===== src/rtl/rfc_pkg.sv =====
package rfc_pkg;

  typedef enum logic [1:0] {
    SRC_SW_MAX  = 2'd0,
    SRC_SW_ZERO = 2'd1,
    SRC_AUTO_HI = 2'd2,
    SRC_AUTO_LO = 2'd3
  } pause_src_e;

  localparam logic [15:0] PAUSE_FULL = 16'hFFFF;
  localparam logic [15:0] PAUSE_NONE = 16'h0000;

  // Suggested reset values for the configuration register file
  localparam logic [3:0] HI_MARK_RST  = 4'd3;
  localparam logic [3:0] LO_MARK_RST  = 4'd8;
  localparam logic [3:0] JAM_CODE_RST = 4'd7;

  localparam int US_W = 10;

  // Congestion duration in microseconds for a 4-bit code
  function automatic logic [US_W-1:0] jam_us(input logic [3:0] code);
    logic [US_W-1:0] c;
    c = US_W'(code);
    if (code < 4'd3)       jam_us = US_W'(5) * (c + US_W'(1));
    else if (code == 4'd3) jam_us = US_W'(25);
    else                   jam_us = US_W'(50) * (c - US_W'(3));
  endfunction

endpackage


===== src/rtl/rfc_level_cmp.sv =====
module rfc_level_cmp #(
  parameter int FREE_W    = 16,
  parameter int MARK_W    = 4,
  parameter int UNIT_LOG2 = 10,
  parameter bit ABOVE     = 1'b0
) (
  input  logic [FREE_W-1:0] free_bytes,
  input  logic [MARK_W-1:0] mark,
  output logic              hit
);
  localparam int THR_W = MARK_W + UNIT_LOG2;
  localparam int CMP_W = (FREE_W > THR_W) ? FREE_W : THR_W;

  logic [CMP_W-1:0] thr;
  logic [CMP_W-1:0] fre;
  logic             enabled;

  assign thr     = CMP_W'({mark, {UNIT_LOG2{1'b0}}});
  assign fre     = CMP_W'(free_bytes);
  assign enabled = |mark;

  generate
    if (ABOVE) begin : g_above
      assign hit = enabled && (fre > thr);
    end else begin : g_below
      assign hit = enabled && (fre < thr);
    end
  endgenerate

endmodule


===== src/rtl/rfc_pause_arb.sv =====
module rfc_pause_arb
  import rfc_pkg::*;
(
  input  logic        clk,
  input  logic        rst_n,
  input  logic        auto_on,
  input  logic        below_hi,
  input  logic        above_lo,
  input  logic        sw_max_set,
  input  logic        sw_zero_set,
  input  logic        pause_ack,
  output logic        pause_req,
  output logic [15:0] pause_time,
  output logic        sw_max_pend,
  output logic        sw_zero_pend
);
  logic        req_q, req_d;
  logic [15:0] time_q, time_d;
  pause_src_e  src_q, src_d;
  logic        paused_q, paused_d;
  logic        smax_q, smax_d;
  logic        szero_q, szero_d;
  logic        ack_ok;
  logic        smax_clr, szero_clr;
  logic        launch_en;

  assign ack_ok    = req_q & pause_ack;
  assign smax_clr  = ack_ok & (src_q == SRC_SW_MAX);
  assign szero_clr = ack_ok & (src_q == SRC_SW_ZERO);

  always_comb begin
    req_d     = req_q;
    time_d    = time_q;
    src_d     = src_q;
    paused_d  = paused_q;
    launch_en = 1'b0;
    if (ack_ok) begin
      req_d    = 1'b0;
      paused_d = (time_q == PAUSE_FULL);
    end else if (!req_q) begin
      launch_en = 1'b1;
      if (smax_q) begin
        req_d = 1'b1; time_d = PAUSE_FULL; src_d = SRC_SW_MAX;
      end else if (szero_q) begin
        req_d = 1'b1; time_d = PAUSE_NONE; src_d = SRC_SW_ZERO;
      end else if (auto_on && below_hi && !paused_q) begin
        req_d = 1'b1; time_d = PAUSE_FULL; src_d = SRC_AUTO_HI;
      end else if (auto_on && above_lo && paused_q) begin
        req_d = 1'b1; time_d = PAUSE_NONE; src_d = SRC_AUTO_LO;
      end else begin
        launch_en = 1'b0;
      end
    end
    smax_d  = (smax_q  & ~smax_clr)  | sw_max_set;
    szero_d = (szero_q & ~szero_clr) | sw_zero_set;
  end

  always_ff @(posedge clk or negedge rst_n) begin
    if (!rst_n) begin
      req_q    <= 1'b0;
      paused_q <= 1'b0;
      smax_q   <= 1'b0;
      szero_q  <= 1'b0;
    end else begin
      req_q    <= req_d;
      paused_q <= paused_d;
      smax_q   <= smax_d;
      szero_q  <= szero_d;
    end
  end

  always_ff @(posedge clk or negedge rst_n) begin
    if (!rst_n) begin
      time_q <= PAUSE_NONE;
      src_q  <= SRC_SW_MAX;
    end else if (launch_en) begin
      time_q <= time_d;
      src_q  <= src_d;
    end
  end

  assign pause_req    = req_q;
  assign pause_time   = time_q;
  assign sw_max_pend  = smax_q;
  assign sw_zero_pend = szero_q;

  p_hold_r6: assert property (@(posedge clk) disable iff (!rst_n)
    (req_q && !pause_ack) |=> (req_q && $stable(time_q)));

  p_gap_r6: assert property (@(posedge clk) disable iff (!rst_n)
    (req_q && pause_ack) |=> !req_q);

  p_resume_r2: assert property (@(posedge clk) disable iff (!rst_n)
    ($rose(req_q) && time_q == PAUSE_NONE && !$past(szero_q)) |-> $past(paused_q));

  p_hi_r1: assert property (@(posedge clk) disable iff (!rst_n)
    ($rose(req_q) && time_q == PAUSE_FULL && !$past(smax_q)) |-> $past(below_hi));

  p_gate_r3: assert property (@(posedge clk) disable iff (!rst_n)
    ($rose(req_q) && !$past(smax_q) && !$past(szero_q)) |-> $past(auto_on));

  p_swhold_r5: assert property (@(posedge clk) disable iff (!rst_n)
    (smax_q && !(req_q && pause_ack && src_q == SRC_SW_MAX)) |=> smax_q);

endmodule


===== src/rtl/rfc_jam_timer.sv =====
module rfc_jam_timer
  import rfc_pkg::*;
#(
  parameter int CYC_PER_US = 125
) (
  input  logic       clk,
  input  logic       rst_n,
  input  logic       full_duplex,
  input  logic       trigger,
  input  logic [3:0] code,
  output logic       jam_active
);
  localparam int CYC_W = $clog2(CYC_PER_US + 1);
  localparam logic [CYC_W-1:0] CYC_LAST = CYC_W'(CYC_PER_US - 1);

  logic             act_q, act_d;
  logic [CYC_W-1:0] cyc_q, cyc_d;
  logic [US_W-1:0]  us_q, us_d;

  always_comb begin
    act_d = act_q;
    cyc_d = cyc_q;
    us_d  = us_q;
    if (full_duplex) begin
      act_d = 1'b0;
      cyc_d = '0;
      us_d  = '0;
    end else if (act_q) begin
      if (cyc_q == CYC_LAST) begin
        cyc_d = '0;
        us_d  = us_q - US_W'(1);
        if (us_q == US_W'(1)) act_d = 1'b0;
      end else begin
        cyc_d = cyc_q + CYC_W'(1);
      end
    end else if (trigger) begin
      act_d = 1'b1;
      cyc_d = '0;
      us_d  = jam_us(code);
    end
  end

  always_ff @(posedge clk or negedge rst_n) begin
    if (!rst_n) begin
      act_q <= 1'b0;
      cyc_q <= '0;
      us_q  <= '0;
    end else begin
      act_q <= act_d;
      cyc_q <= cyc_d;
      us_q  <= us_d;
    end
  end

  assign jam_active = act_q;

  p_fdx_stop_r8: assert property (@(posedge clk) disable iff (!rst_n)
    full_duplex |=> !act_q);

  p_start_r7: assert property (@(posedge clk) disable iff (!rst_n)
    (trigger && !act_q && !full_duplex) |=> act_q);

  p_no_restart_r10: assert property (@(posedge clk) disable iff (!rst_n)
    (act_q && $past(act_q)) |-> (us_q <= $past(us_q)));

  p_time_left_r9: assert property (@(posedge clk) disable iff (!rst_n)
    act_q |-> (us_q != '0));

endmodule


===== src/rtl/rx_flow_ctrl.sv =====
module rx_flow_ctrl
  import rfc_pkg::*;
#(
  parameter int FREE_W     = 16,
  parameter int UNIT_LOG2  = 10,
  parameter int CYC_PER_US = 125
) (
  input  logic              clk,
  input  logic              rst_n,
  input  logic [FREE_W-1:0] free_bytes,
  input  logic [3:0]        hi_mark,
  input  logic [3:0]        lo_mark,
  input  logic [3:0]        bp_mark,
  input  logic [3:0]        jam_code,
  input  logic              flow_en,
  input  logic              auto_pause_en,
  input  logic              bp_any_en,
  input  logic              bp_match_en,
  input  logic              full_duplex,
  input  logic              frame_start,
  input  logic              dest_match,
  input  logic              sw_max_set,
  input  logic              sw_zero_set,
  input  logic              pause_ack,
  output logic              pause_req,
  output logic [15:0]       pause_time,
  output logic              sw_max_pend,
  output logic              sw_zero_pend,
  output logic              jam_active
);
  localparam int N_MARKS = 3;
  localparam int IDX_HI  = 0;
  localparam int IDX_LO  = 1;
  localparam int IDX_BP  = 2;

  logic [3:0]         mark_v [N_MARKS];
  logic [N_MARKS-1:0] hit_v;
  logic               auto_on;
  logic               jam_trig;

  assign mark_v[IDX_HI] = hi_mark;
  assign mark_v[IDX_LO] = lo_mark;
  assign mark_v[IDX_BP] = bp_mark;

  generate
    for (genvar i = 0; i < N_MARKS; i++) begin : g_cmp
      rfc_level_cmp #(
        .FREE_W   (FREE_W),
        .MARK_W   (4),
        .UNIT_LOG2(UNIT_LOG2),
        .ABOVE    (i == IDX_LO)
      ) u_cmp (
        .free_bytes(free_bytes),
        .mark      (mark_v[i]),
        .hit       (hit_v[i])
      );
    end
  endgenerate

  assign auto_on  = flow_en & auto_pause_en;
  assign jam_trig = frame_start & hit_v[IDX_BP] & ~full_duplex &
                    (bp_any_en | (bp_match_en & dest_match));

  rfc_pause_arb u_arb (
    .clk         (clk),
    .rst_n       (rst_n),
    .auto_on     (auto_on),
    .below_hi    (hit_v[IDX_HI]),
    .above_lo    (hit_v[IDX_LO]),
    .sw_max_set  (sw_max_set),
    .sw_zero_set (sw_zero_set),
    .pause_ack   (pause_ack),
    .pause_req   (pause_req),
    .pause_time  (pause_time),
    .sw_max_pend (sw_max_pend),
    .sw_zero_pend(sw_zero_pend)
  );

  rfc_jam_timer #(
    .CYC_PER_US(CYC_PER_US)
  ) u_jam (
    .clk        (clk),
    .rst_n      (rst_n),
    .full_duplex(full_duplex),
    .trigger    (jam_trig),
    .code       (jam_code),
    .jam_active (jam_active)
  );

  p_jam_cause_r7: assert property (@(posedge clk) disable iff (!rst_n)
    $rose(jam_active) |-> ($past(frame_start) && !$past(full_duplex)));

  p_hi_off_r4: assert property (@(posedge clk) disable iff (!rst_n)
    (hi_mark == 4'd0) |-> !hit_v[IDX_HI]);

endmodule


===== config.mk =====
export PLATFORM = sky130hd
export DESIGN_NAME = rx_flow_ctrl
export DESIGN_NICKNAME = d
export VERILOG_FILES = /design/src/rtl/rfc_pkg.sv /design/src/rtl/rfc_level_cmp.sv /design/src/rtl/rfc_pause_arb.sv /design/src/rtl/rfc_jam_timer.sv /design/src/rtl/rx_flow_ctrl.sv
export SDC_FILE = /design/constraint.sdc
export NUM_CORES = 1
export LEC_CHECK = 0
export BUFFER_PORTS_ARGS = -buffer_cell sky130_fd_sc_hd__buf_2
export CAP_MARGIN = 20
export CORE_AREA = 2 2 92 59
export DETAILED_ROUTE_END_ITERATION = 10
export DIE_AREA = 0 0 94 61
export PLACE_DENSITY = 0.79
export SKIP_LAST_GASP = 1
export SLEW_MARGIN = 20
export SYNTH_ARGS = -nofsm -noshare
export SYNTH_HDL_FRONTEND = slang
export SYNTH_SLANG_ARGS = --single-unit

===== constraint.sdc =====
create_clock -name clk -period 2.2 [get_ports clk]
set_input_delay 0.11 -clock clk [delete_from_list [all_inputs] [get_ports clk]]
set_output_delay 0.11 -clock clk [all_outputs]
set_load 0.01 [all_outputs]

# Yosys cells after proc, flatten, opt, wreduce, memory -nomap -nowiden

Cells that the tools add are included.

Add/subtract/negate cells: 4
Multiply operators: 2
Div/mod/pow operators: 0
$lt $le $gt $ge: 4
Equality and inequality tests: 6
Shift-type cells: 0
Multiplexer cells: 31
Bitwise logic cells: 18
Reduce and logical (&&, ||, !) cells: 16

Operators with widths:

| operator                                                                | count |
|---|---|
| 16-bit two-way mux                                                      | 4 |
| 10-bit two-way mux                                                      | 6 |
| 16-bit by 14-bit < comparator with 1-bit output                         | 2 |
| 7-bit two-way mux                                                       | 4 |
| 16-bit equality test (second input constant)                            | 1 |
| 16-bit by 14-bit greater-than comparator with 1-bit output              | 1 |
| 1-bit two-way mux                                                       | 13 |
| 4-bit OR reduction                                                      | 3 |
| 1-bit bitwise AND                                                       | 10 |
| 10-bit by 1-bit equality test with 1-bit output (second input constant) | 1 |
| 3-bit by 10-bit multiplier with 10-bit output (first input constant)    | 1 |
| 5-bit by 10-bit multiplier with 9-bit output (first input constant)     | 1 |
| 10-bit by 1-bit subtractor with 10-bit output (second input constant)   | 1 |
| 2-bit two-way mux                                                       | 4 |
| 7-bit by 1-bit adder with 7-bit output (second input constant)          | 1 |
| 7-bit equality test (second input constant)                             | 1 |
| 1-bit logical AND                                                       | 7 |
| 4-bit by 1-bit adder with 5-bit output (second input constant)          | 1 |
| 1-bit inverter                                                          | 5 |
| 4-bit by 2-bit subtractor with 5-bit output (second input constant)     | 1 |
| 4-bit by 2-bit equality test with 1-bit output (second input constant)  | 1 |
| 4-bit by 2-bit < comparator with 1-bit output (second input constant)   | 1 |
| 4-bit AND reduction                                                     | 1 |
| 4-bit nonzero test                                                      | 1 |
| other kinds (7)                                                         | 9 |

Bits in registers: 40
Bits in latches: 0
Bits in writable memories: 0
Bits in read-only memories: 0
Input bits: 44
Output and inout port bits: 20
Logic and storage cells: 90
Memories: 0

# Depth between registers and ports, before layout

Gate-level depths: netlist of the first run.

Depth in word-level cells: 11
Depth in mapped cells: 14
Gate-level depth less buffers: 13

# Modules after synthesis

From an unflattened synthesis of the first run, not the netlist that was laid out.

Cell total of the unflattened synthesis: 291
Area total of the unflattened synthesis: 2623.8 um^2

Modules (own cells, without submodules):

| module                              | times used | cells an instance | area an instance (um^2) |
|---|---|---|---|
| rfc_jam_timer                       | 1          | 204               | 1806.7 |
| rfc_pause_arb                       | 1          | 43                | 434.2 |
| rfc_level_cmp at g_cmp[0].u_cmp ... | 2          | 11                | 105.1 |
| rfc_level_cmp at g_cmp[1].u_cmp     | 1          | 18                | 147.6 |
| rx_flow_ctrl                        | 1          | 4                 | 25.0 |

# Worst setup path before layout of the first run

OpenSTA, ideal clock, no wires.

Path kind: input -> register
Start point: in jam_code[0]
End point: reg u_jam.us_q[9]
Library setup time: 125 ps
Data arrival time: 2820 ps
Required time: 2075 ps
Slack: -746 ps
Stages: 13
Buffers on the path: 1
Cell sequence: buf_2 -> a21oi_1 -> xor2_1 -> ha_1 -> ha_1 -> fa_1 -> ha_1 -> a21o_1 -> a21oi_1 -> xnor2_1 -> and3_1 -> a31oi_1 -> o21ai_1

Word-level cells in the longest chain between the ends: 7
Elaborated cells between the ends (all ways): 11
Classes of those cells: 2 x add/sub; 2 x mul; 1 x order compare; 1 x eq/ne; 5 x mux

Ends and longest elaborated chain:

| item                                         | line                | RTL |
|---|---|---|
| from (decl)                                  | rx_flow_ctrl.sv:14  | `input logic [3:0] jam_code,` |
| 4-bit by 2-bit subtractor with 5-bit output  | rfc_pkg.sv:26       | `else jam_us = US_W'(50) * (c - US_W'(3));` |
| 5-bit by 10-bit multiplier with 9-bit output | rfc_pkg.sv:26       |  |
| 10-bit two-way mux                           | rfc_pkg.sv:25       | `else if (code == 4'd3) jam_us = US_W'(25);` |
| 10-bit two-way mux *                         | rfc_pkg.sv:24       | `if (code < 4'd3) jam_us = US_W'(5) * (c + US_W'(1));` |
| 10-bit two-way mux *                         | rfc_jam_timer.sv:36 | `end else if (trigger) begin` |
| 10-bit two-way mux *                         | rfc_jam_timer.sv:28 | `end else if (act_q) begin` |
| 10-bit two-way mux *                         | rfc_jam_timer.sv:24 | `if (full_duplex) begin` |
| to (signal assigned)                         | rfc_jam_timer.sv:51 | `us_q <= us_d;` |
| to (decl)                                    | rfc_jam_timer.sv:18 | `logic [US_W-1:0] us_q, us_d;` |

Every way passes the cells marked *; elsewhere a longest branch is shown, timed or not. The select of a mux whose other input is x is not followed.
A chain may end at the register's enable or synchronous reset.

# Final worst setup path of the first run

Start point: in jam_code[1]
End point: reg u_jam.us_q[9]

Same word-level chain as after synthesis.

==> reports/summary.txt, run 1 <==
GP Congestion: 0.874
CP startpoint kind: primary input
CTS Buf Count: 3
Synth cell types: 57
Worst Hold Class: in2reg
Unrepaired setup endpoints after global routing: true
Initial antenna violation count: 0
Syn Inst Count: 294
NumNets Final: 441
Slew margin rel.: 0.457
Clk_lat worst skew: 0.28 ns
R2R Path End: u_jam.us_q[7]$_DFFE_PN0P_
Via-to-Cell Ratio: 5.59
Final worst hold slack: 0.00323 ns
CP required: 2.35 ns
Max clock buf depth: 2
Reg-to-reg critical path startpoint: u_jam.cyc_q[0]$_DFFE_PN0P_
Number of DRC markers in iteration 0: 138
PortBufs: 63
Largest stage delay, worst path: 0.55 ns
Die Area: 0.00573 mm^2
# clock sinks: 25
Top post-synthesis cells by area: dfrtp_1 (25%), ha_1 (16%), buf_4 (5.0%)
DRT Wirelength: 6620 um
Main synth FF type: dfrtp_1
Number of diodes: 0
Hold path depth: 2
Cell taking the most area after synthesis: dfrtp_1
Worst Path Buf+Inv: 2
DR WL/cell: 15.6 um
# fillers: 389
Leakage Power: 1.56 nW
Total grt overflow: 0
Final Skew: 0.0112 ns
CP delay by family, top: adder cells
Classification of the worst setup path: in2reg
First-pass GRT wire length: 10400 um
TritonCTS clock tree: built
R2R depth: 8
Drt drc: 0
Final core occ: 0.661
Crit-path max FO: 4
Die X: 94 um
Crit. End Element: flop
Post-route cell area: 0.00322 mm^2
Post-Synthesis Cell Area: 0.00254 mm^2
Slew Viols, Final: 0
Max cap viols: 0
Tcrit/Tclk final: 1.14
Yosys warnings: 0
Top post-synthesis cells by count: ha_1 (32), inv_1 (28), dfrtp_1 (25)
Reg clk slew, reported paths: 0.10 ns
Ys async rst share: 1.00
GRT Util Overall: 0.235
Critical path cell sequence: buf_12 > ha_4 > xnor2_4 > buf_6 > ha_4 > ha_4 > fa_1 > ha_4 > a21o_1 > a21oi_2 > xnor2_1 > and3_1 > a31oi_1 > o21ai_1
Root buffer cell: clkbuf_8
DR vias: 2377
Syn Nets: 375
Failing checks: negative setup slack
Largest net degree at the start of global routing: 26
Final-report hold violation count: 0
H-tree lvl count: 1
Fmax: 399 MHz
Layout cells sized above 1: 0.348
Pwr dens: 533 mW/mm^2
Yosys top cell area share: 0.246
Synth Register Bits: 25
I/O pins: 64
Critical path's slowest cell: fa_1
Post-Place Cells: 415
Placed inst area: 0.00300 mm^2
Tmin final: 2.51 ns
Core area: 0.00488 mm^2
Min-Delay Startpoint: sw_zero_set
Pre-antenna DRT Iters: 5
Layout area overhead: 26.8%
Non-filler instance count after layout: 425
Number of global-route vias before repair: 2180
Post-synthesis sequential area ratio: 0.246
Cell repeated most along the worst path: ha_4
Die Y: 61 um
Final setup fails: 4
DP HPWL: 5080 um
Post-synth EDFFs: 0
Status: finished with violations
Final ANT Viol Nets: 0
Syn Area/Cell: 8.65 um^2
Hold endpoint: u_arb.sw_zero_pend$_DFF_PN0_
Count leader, synth: ha_1
R2R setup slack: 0.24 ns
VDD IR max: 0.282 mV
Fin worst setup slack: -0.305 ns
Rows: 20
Worst EP arrival: 2.65 ns
Slew @ Worst Pin: 0.810 ns
Starting density of the core: 0.521
==> cell usage in the layout (no fill, tap or decap), types with 3 or more instances in the layout <==
cell type | Yosys | final
nand2_1 | 16 | 16
dfrtp_1 | 25 | 25
nand4_1 | 5 | 5
o31ai_1 | 3 | 3
o21a_1 | 4 | 4
a21oi_1 | 20 | 17
fa_1 | 5 | 4
nor2b_1 | 4 | 4
ha_4 | 0 | 9
inv_1 | 28 | 27
nand3_1 | 6 | 6
buf_2 | 4 | 60
buf_4 | 17 | 20
o31ai_2 | 3 | 3
clkbuf_8 | 0 | 3
a31oi_1 | 5 | 5
and3_1 | 4 | 4
nor2_1 | 19 | 19
o21ai_1 | 16 | 16
nor3_1 | 7 | 7
ha_1 | 32 | 23
nor4_1 | 6 | 6
xnor2_1 | 8 | 5
a21o_1 | 5 | 5
buf_6 | 2 | 3
o21ai_0 | 9 | 9
==> area by class of cell <==
cell class	count	area, um^2	share of cell area
sequential	25	626	0.194
clock inverter	1	5.00	0.00155
multi-input combinational	216	1830	0.568
clock buffer	3	41.3	0.0128
timing repair buffer	86	534	0.166
tap	66	82.6	0.0256
inverter	28	105	0.0326
==> worst max-delay path by stage <==
stage	from	endpoint	slack, ns	cells after the start
4_1_cts	jam_code[0]	u_jam.us_q[9]$_DFFE_PN0P_	-0.30	13
3_5_place_dp	jam_code[1]	u_jam.us_q[9]$_DFFE_PN0P_	-0.68	13
6_report	jam_code[1]	u_jam.us_q[9]$_DFFE_PN0P_	-0.31	14
3_3_place_gp	jam_code[0]	u_jam.us_q[9]$_DFFE_PN0P_	-0.60	13
5_1_grt	jam_code[0]	u_jam.us_q[9]$_DFFE_PN0P_	-0.40	12
2_1_floorplan	jam_code[2]	u_jam.us_q[9]$_DFFE_PN0P_	-0.48	13
==> repair_timing <==
item,CTS,global route
hold endpoints to repair,25,0
buffers inserted,3,2
setup endpoints to repair,5,6
pin swaps,12,17
resized for setup,15,9
hold buffers,1,0
==> layer usage <==
| layer | vias up | GRT usage | routed length [um] |
|---|---|---|---|
| met2 | 110 | 0.384 | 3020 |
| met5 | - | 0 | 0 |
| met4 | 0 | 0.0373 | 63 |
| met1 | 1088 | 0.337 | 2990 |
| li1 | 1168 | - | - |
| met3 | 11 | 0.0410 | 542 |
==> where the power goes <==
group          switching [mW]  internal [mW]
Combinational           0.442          0.437
Sequential             0.0544          0.504
Clock                   0.154          0.127
Total                   0.651           1.07
==> cell families (layout without fill, tap and decap cells) <==
family	count (synthesis)	after routing	share of synthesized area
xor+xnor	11	11	0.0379
fa+ha+maj	37	37	0.197
flops	25	25	0.246
simple gates	86	86	0.189
buf+inv	53	118	0.111
mux	1	1	0.00394
compound gates	81	81	0.215
==> state kept, by name, summed over array words and instances (netlist names) <==
| name | flops |
|---|---|
| u_arb.pause_time | 1 |
| u_arb.sw_zero_pend | 1 |
| u_arb.sw_max_pend | 1 |
| u_arb.pause_req | 1 |
| u_arb.src_q | 2 |
| u_jam.us_q | 10 |
| u_jam.cyc_q | 7 |
| u_arb.paused_q | 1 |
| u_jam.jam_active | 1 |
==> through the flow <==
stage | setup TNS (ns) | setup slack, ns | power [mW]
3_3_place_gp | -2.40 | -0.596 | 1.31
3_5_place_dp | -2.70 | -0.676 | 1.34
5_1_grt | -0.991 | -0.400 | 1.83
2_1_floorplan | -0.961 | -0.476 | 1.14
4_1_cts | -0.618 | -0.301 | 1.68
6_report | -0.541 | -0.305 | 1.72
No activity file was read; power rests on OpenSTA's default activity.
==> inputs of run 2 (changes only) <==
HOLD_SLACK_MARGIN = 0.08   (was not set)
==> run 2 against run 1 <==
  * The flow still finishes with violations (negative setup slack)
  * Non-clock buffer count is 2 higher
  * Critical path depth stayed put
  * Hold slack better by 0.12 ns
  * Wire length is 0.33% higher
  * Sequential share of layout area is 0.12 points lower
  * Sequential cell count stayed put
  * Core utilization is 0.41 points higher
  * Sequential power hardly changed
  * First-iteration DRC count is 2.2% higher
  * Critical path type unchanged
  * Largest cell class unchanged
  * Largest power group unchanged
==> reports/summary.txt, run 2 (synthesized netlist as in run 1, its figures left out) <==
Total grt overflow: 0 (unchanged)
Largest register by flop count: u_jam.us_q
Rows: 20 (unchanged)
Max cap viols: 0 (unchanged)
Leakage Power: 1.57 nW (+0.54%)
Drt drc: 0 (unchanged)
Slew Viols, Final: 0 (unchanged)
Cell repeated most along the worst path: ha_4
Final setup fails: 4 (unchanged)
Critical path's slowest cell: fa_1
Number of diodes: 0 (unchanged)
Classification of the worst setup path: in2reg
Non-filler instance count after layout: 427 (+0.47%)
Crit. End Element: flop
Root buffer cell: clkbuf_8
Max clock buf depth: 2 (unchanged)
Pwr dens: 530 mW/mm^2 (-0.54%)
DRT Wirelength: 6640 um (+0.33%)
Die Y: 61 um (unchanged)
Reg clk slew, reported paths: 0.09 ns (about the same)
PortBufs: 63 (unchanged)
# clock sinks: 25 (unchanged)
Final-report hold violation count: 0 (unchanged)
Clk_lat worst skew: 0.28 ns (about the same)
NumNets Final: 443 (+0.45%)
Worst Path Buf+Inv: 2 (unchanged)
Number of global-route vias before repair: 2186 (+0.28%)
Slew margin rel.: 0.456 (-0.00108)
CTS Buf Count: 3 (unchanged)
GRT Util Overall: 0.235 (+0.000543)
First-pass GRT wire length: 10500 um (+0.27%)
Largest regs: u_jam.us_q: 10 flops, u_jam.cyc_q: 7 flops, u_arb.src_q: 2 flops
DR WL/cell: 15.6 um (-0.14%)
Initial antenna violation count: 0 (unchanged)
Post-Place Cells: 415 (unchanged)
H-tree lvl count: 1 (unchanged)
Largest net degree at the start of global routing: 26 (unchanged)
DP HPWL: 5080 um (unchanged)
CP required: 2.35 ns (about the same)
Starting density of the core: 0.521 (unchanged)
I/O pins: 64 (unchanged)
Tcrit/Tclk final: 1.14 (about the same)
CP delay by family, top: adder cells
Unrepaired setup endpoints after global routing: true
Crit-path max FO: 4 (unchanged)
Commonest non-fill, non-tap cell in the layout: buf_2
Slew @ Worst Pin: 0.812 ns (+0.00162 ns)
Status: finished with violations
Fmax: 399 MHz (about the same)
Placed inst area: 0.00300 mm^2 (unchanged)
Core area: 0.00488 mm^2 (unchanged)
Die X: 94 um (unchanged)
TritonCTS clock tree: built
Max reg flops: 10 (unchanged)
Final ANT Viol Nets: 0 (unchanged)
DR vias: 2382 (+0.21%)
GP Congestion: 0.874 (unchanged)
Worst Hold Class: in2reg
Layout area overhead: 27.6%
Post-route cell area: 0.00324 mm^2 (+0.62%)
Die Area: 0.00573 mm^2 (unchanged)
Largest stage delay, worst path: 0.55 ns (about the same)
Pre-antenna DRT Iters: 5 (unchanged)
Tmin final: 2.50 ns (-0.000961 ns)
VDD IR max: 0.282 mV (-0.19%)
Critical path cell sequence: buf_12 > ha_4 > xnor2_4 > buf_6 > ha_4 > ha_4 > fa_1 > ha_4 > a21o_1 > a21oi_2 > xnor2_1 > and3_1 > a31oi_1 > o21ai_1
CP startpoint kind: primary input
Area of the multi-input gates: 0.00183 mm^2 (unchanged)
Via-to-Cell Ratio: 5.58 (-0.26%)
Fin worst setup slack: -0.305 ns (+0.000961 ns)
Number of DRC markers in iteration 0: 141 (+2.2%)
Final Skew: 0.00970 ns (-0.00147 ns)
# fillers: 387 (-0.51%)
Sequential Area: 626 um^2 (unchanged)
Most frequent cells in the layout: buf_2 (60), inv_1 (27), dfrtp_1 (25)
Failing checks: negative setup slack
Layout cells sized above 1: 0.346 (-0.00193)
Worst EP arrival: 2.65 ns (about the same)
## run 2: cell types whose count changed in the layout (fill, tap and decap cells not counted)
| cell | before | now |
|---|---|---|
| dlygate4sd3_1 | 1 | 3 |
## run 2: timing repair
action,in CTS,in global routing
setup endpoints to repair,5,6
cloned,0,0
endpoints found under the hold margin,27,0
pin swaps,12,17
hold buffers,3,0
buffers inserted,3,2
gates resized for setup,15,9
## run 2: final timing paths
kind / startpoint / endpoint / slack (ns) / depth (start not counted)
worst max-delay path: jam_code[1] / u_jam.us_q[9]$_DFFE_PN0P_ / -0.30 / 14
worst min-delay path: pause_ack / u_arb.sw_zero_pend$_DFF_PN0_ / 0.12 / 3
worst max register to register: u_jam.cyc_q[0]$_DFFE_PN0P_ / u_jam.us_q[7]$_DFFE_PN0P_ / 0.24 / 8
worst min register to register: u_jam.cyc_q[3]$_DFFE_PN0P_ / u_jam.cyc_q[3]$_DFFE_PN0P_ / 0.49 / 1
max in group asynchronous: rst_n / u_jam.us_q[3]$_DFFE_PN0P_ / 1.47 / 2
min in group asynchronous: rst_n / u_arb.src_q[1]$_DFFE_PN0P_ / 0.35 / 2
## run 2: worst reg2reg max path: cells and delay by family, from the launching register on
kind / cells / cell delay (ns)
AO/OA/AOI/OAI: 3 / 0.54
adder cells (fa/ha/maj): 1 / 0.15
buffers and inverters: 1 / 0.10
flip-flops: 1 / 0.47
AND/OR/NAND/NOR: 3 / 0.58
## run 2: final cells by class
| class | instances | share of cell area |
|---|---|---|
| clock buffer | 3 | 0.0127 |
| timing repair buffer | 88 | 0.171 |
| tap | 66 | 0.0255 |
| multi-input combinational | 216 | 0.564 |
| clock inverter | 1 | 0.00154 |
| sequential | 25 | 0.193 |
| inverter | 28 | 0.0324 |
## run 2: layer usage
| metal | part of all wire | track usage |
|---|---|---|
| met1 | 0.45 | 0.339 |
| met2 | 0.46 | 0.384 |
| met3 | 0.086 | 0.0410 |
| met4 | 0.0063 | 0.0373 |
| met5 | 0 | 0 |
## run 2: stage by stage
stage | TNS [ns] | worst slack (ns) | utilization | power (mW) | hold slack (ns)
final | -0.548 | -0.305 | 0.665 | 1.72 | 0.123
after global routing | -0.991 | -0.400 | 0.665 | 1.84 | 0.137
after CTS | -0.618 | -0.301 | 0.653 | 1.68 | 0.127
after detailed placement | -2.70 | -0.676 | 0.614 | 1.34 | 0.141
after global placement | -2.40 | -0.596 | 0.614 | 1.31 | 0.141
after floorplan | -0.961 | -0.476 | - | 1.14 | -0.186
## run 2: where the power goes
group | switching, mW | leakage [nW] | total, mW | internal (mW)
combinational | 0.442 | 1.22 | 0.881 | 0.439
sequential | 0.0539 | 0.321 | 0.558 | 0.504
clock | 0.154 | 0.0255 | 0.281 | 0.127
total | 0.650 | 1.57 | 1.72 | 1.07
==> inputs of run 3 (changes only) <==
CORE_AREA = 2 2 76 71   (was 2 2 92 59)
DIE_AREA = 0 0 78 73   (was 0 0 94 61)
PLACE_DENSITY = not set   (was 0.79)
PLACE_DENSITY_LB_ADDON = 0.2   (was not set)
SYNTH_HIERARCHICAL = 1   (was not set)
==> run 3 against run 2 <==
  * The flow still finishes with violations (negative setup slack)
  * Non-clock buffer count up 5
  * Global-route usage down 0.66 points
  * Clock skew down 0.0078 ns
  * Register-to-register slack better by 0.08 ns
  * Sequential cell count unchanged
  * Die area down 0.70%
  * Synthesized cell count down 1.0%
  * Clock power about the same
  * Setup slack better by 0.28 ns
  * Area after synthesis up 3.2%
  * Hold slack better by 0.050 ns
  * Highest routed layer unchanged
==> reports/summary.txt, run 3 <==
Starting density of the core: 0.524 (+0.00322)
Crit-path max FO: 4 (unchanged)
Final worst hold slack: 0.173 ns (+0.0500 ns)
Total grt overflow: 0 (unchanged)
Core area: 0.00500 mm^2 (+2.6%)
Pwr dens: 443 mW/mm^2 (-17%)
DR vias: 2473 (+3.8%)
Critical Path Start: jam_code[1]
GP Congestion: 0.907 (+3.8%)
GRT Util Overall: 0.228 (-0.00663)
Status: finished with violations
Tmin final: 2.23 ns (-0.276 ns)
Layout cells sized above 1: 0.365 (+0.0191)
Count leader, synth: ha_1
Number of diodes: 0 (unchanged)
Worst Hold Class: in2reg
Classification of the worst setup path: in2reg
Largest regs: u_jam/us_q: 10 flops, u_jam/cyc_q: 7 flops, u_arb/src_q: 2 flops
Die Y: 73 um (+20%)
DR WL/cell: 14.8 um (-4.8%)
Cell repeated most along the worst path: ha_4
Top post-synthesis cells by area: dfrtp_1 (24%), ha_1 (15%), buf_4 (4.3%)
Unrepaired setup endpoints after global routing: true
Rows: 25 (+25%)
Die Area: 0.00569 mm^2 (-0.70%)
Crit. End Element: flop
Reg clk slew, reported paths: 0.09 ns (about the same)
Syn Nets: 372 (-0.80%)
NumNets Final: 446 (+0.68%)
CP startpoint kind: primary input
Post-Synthesis Cell Area: 0.00262 mm^2 (+3.2%)
Max cap viols: 0 (unchanged)
Commonest non-fill, non-tap cell in the layout: buf_2
Post-synth EDFFs: 0 (unchanged)
Top post-synthesis cells by count: ha_1 (32), dfrtp_1 (25), inv_1 (25)
DRT Wirelength: 6380 um (-3.9%)
Pre-antenna DRT Iters: 4 (-1)
CP required: 2.35 ns (about the same)
Critical path's slowest cell: fa_1
Worst Path Buf+Inv: 1 (-1)
CTS Buf Count: 3 (unchanged)
Yosys top cell area share: 0.238 (-0.00763)
# clock sinks: 25 (unchanged)
Final-report hold violation count: 0 (unchanged)
Via-to-Cell Ratio: 5.74 (+2.9%)
Slew margin rel.: 0.622 (+0.166)
Initial antenna violation count: 0 (unchanged)
Largest stage delay, worst path: 0.44 ns (-0.11 ns)
Max reg flops: 10 (unchanged)
Worst slack, placed: -0.477 ns (+0.199 ns)
Die X: 78 um (-17%)
Final ANT Viol Nets: 0 (unchanged)
Final Skew: 0.00193 ns (-0.00776 ns)
# fillers: 403 (+4.1%)
Most frequent cells in the layout: buf_2 (60), dfrtp_1 (25), buf_4 (24)
Final setup fails: 1 (-3)
TritonCTS clock tree: built
Reg-to-reg critical path startpoint: u_jam/us_q[0]$_DFFE_PN0P_
Tcrit/Tclk final: 1.01 (-0.126)
H-tree lvl count: 1 (unchanged)
PortBufs: 63 (unchanged)
VDD IR max: 0.288 mV (+2.4%)
Leakage Power: 1.55 nW (-1.5%)
Syn Area/Cell: 9.02 um^2 (+4.3%)
Clk_lat worst skew: 0.27 ns (about the same)
Number of DRC markers in iteration 0: 81 (-43%)
DP HPWL: 4890 um (-3.7%)
First-pass GRT wire length: 10600 um (+1.3%)
Slew Viols, Final: 0 (unchanged)
Fin worst setup slack: -0.0284 ns (+0.276 ns)
Min-Delay Startpoint: pause_ack
Failing checks: negative setup slack
Final core occ: 0.677 (+0.0116)
Number of global-route vias before repair: 2323 (+6.3%)
Critical path cell sequence: buf_8 > a21oi_4 > xor2_2 > ha_4 > ha_4 > fa_1 > ha_4 > a21o_1 > a21oi_2 > xnor2_1 > o211ai_1
Slew @ Worst Pin: 0.567 ns (-0.245 ns)
Largest net degree at the start of global routing: 26 (unchanged)
Yosys warnings: 6 (+6)
Layout area overhead: 29.0%
Largest register by flop count: u_jam/us_q
Ys async rst share: 1.00 (unchanged)
Cell taking the most area after synthesis: dfrtp_1
Root buffer cell: clkbuf_8
Max clock buf depth: 2 (unchanged)
Post-synthesis sequential area ratio: 0.238 (-0.00763)
Syn Inst Count: 291 (-1.0%)
Main synth FF type: dfrtp_1
Fmax: 449 MHz (+12%)
CP delay by family, top: adder cells
Worst EP arrival: 2.38 ns (-0.27 ns)
Synth Register Bits: 25 (unchanged)
Synth cell types: 65 (+14%)
I/O pins: 64 (unchanged)
Drt drc: 0 (unchanged)
-- run 3: changes by cell type in the layout (fill, tap and decap cells not counted), moves of 3 or more --
| cell | before | now |
|---|---|---|
| o21ai_1 | 16 | 1 |
| nor2_1 | 19 | 13 |
| inv_1 | 27 | 22 |
| buf_4 | 20 | 24 |
| nand2_1 | 16 | 12 |
| nand2b_1 | 2 | 6 |
| nand3_1 | 6 | 10 |
| nor2b_1 | 4 | 0 |
| o211ai_1 | 0 | 4 |
| nand4_1 | 5 | 2 |
| o21ai_0 | 9 | 6 |
| o31ai_2 | 3 | 0 |
| xor2_1 | 1 | 4 |
-- run 3: power breakdown --
part | internal, mW | leakage [nW] | switching (mW)
clock network | 0.129 | 0.0217 | 0.153
logic | 0.359 | 1.19 | 0.342
registers | 0.482 | 0.329 | 0.0345
total | 0.970 | 1.55 | 0.529
-- run 3: cell type report --
| cell class | instances | area [um^2] | area share |
|---|---|---|---|
| Timing Repair Buffer | 93 | 586 | 0.173 |
| Clock inverter | 1 | 7.51 | 0.00222 |
| Clock buffer | 3 | 41.3 | 0.0122 |
| Multi-Input combinational cell | 217 | 1950 | 0.575 |
| Inverter | 25 | 93.8 | 0.0277 |
| Sequential cell | 25 | 626 | 0.185 |
| Tap cell | 67 | 83.8 | 0.0248 |
-- run 3: final timing paths --
check	endpoint	slack, ns	cells past startpoint
worst max-delay path	u_jam/us_q[9]$_DFFE_PN0P_	-0.03	11
worst min-delay path	u_arb/sw_zero_pend$_DFF_PN0_	0.17	3
worst max register to register	u_jam/us_q[6]$_DFFE_PN0P_	0.32	6
worst min register to register	u_arb/src_q[1]$_DFFE_PN0P_	0.52	1
max in group asynchronous	u_jam/us_q[7]$_DFFE_PN0P_	1.47	2
min in group asynchronous	u_arb/src_q[0]$_DFFE_PN0P_	0.35	2
-- run 3: logic make-up after synthesis --
group                      Yosys count  synth area share
AOI/OAI and AO/OA                   72             0.204
xor gates and xnor gates            15            0.0501
adders and majority gates           37             0.191
buffers and inverters               49            0.0925
DFF                                 25             0.238
muxes                                4            0.0186
and+or+nand+nor                     89             0.206
-- run 3: stage by stage --
stage          power, mW  cell area [um^2]  TNS [ns]  std cells
2_1_floorplan       1.02              2790    -0.677        291
3_3_place_gp        1.15              3190     -1.92        423
3_5_place_dp        1.17              3190     -1.97        423
4_1_cts             1.47              3310   -0.0846        430
5_1_grt             1.61              3390    -0.321        431
6_report            1.50              3390   -0.0284        431
-- run 3: worst min-delay path, cell delays in order --
cell,delay [ns]
buf_2,0.11
nand4b_1,0.09
a21o_1,0.11
-- run 3: timing repair --
item	in CTS	in global routing
pin swaps	9	12
endpoints found under the hold margin	27	0
resized for setup	12	14
buffers inserted	0	1
endpoints found under the setup margin	3	6
gates cloned	0	0
hold buffers	3	0
-- run 3: per-layer routing --
metal	track usage	routed length, um	part of all wire	up-vias
met5	0	0	0	-
met4	0.0409	64	0.010	0
met3	0.0421	482	0.076	7
met2	0.379	3000	0.47	102
met1	0.317	2840	0.44	1158
li1	-	-	-	1206
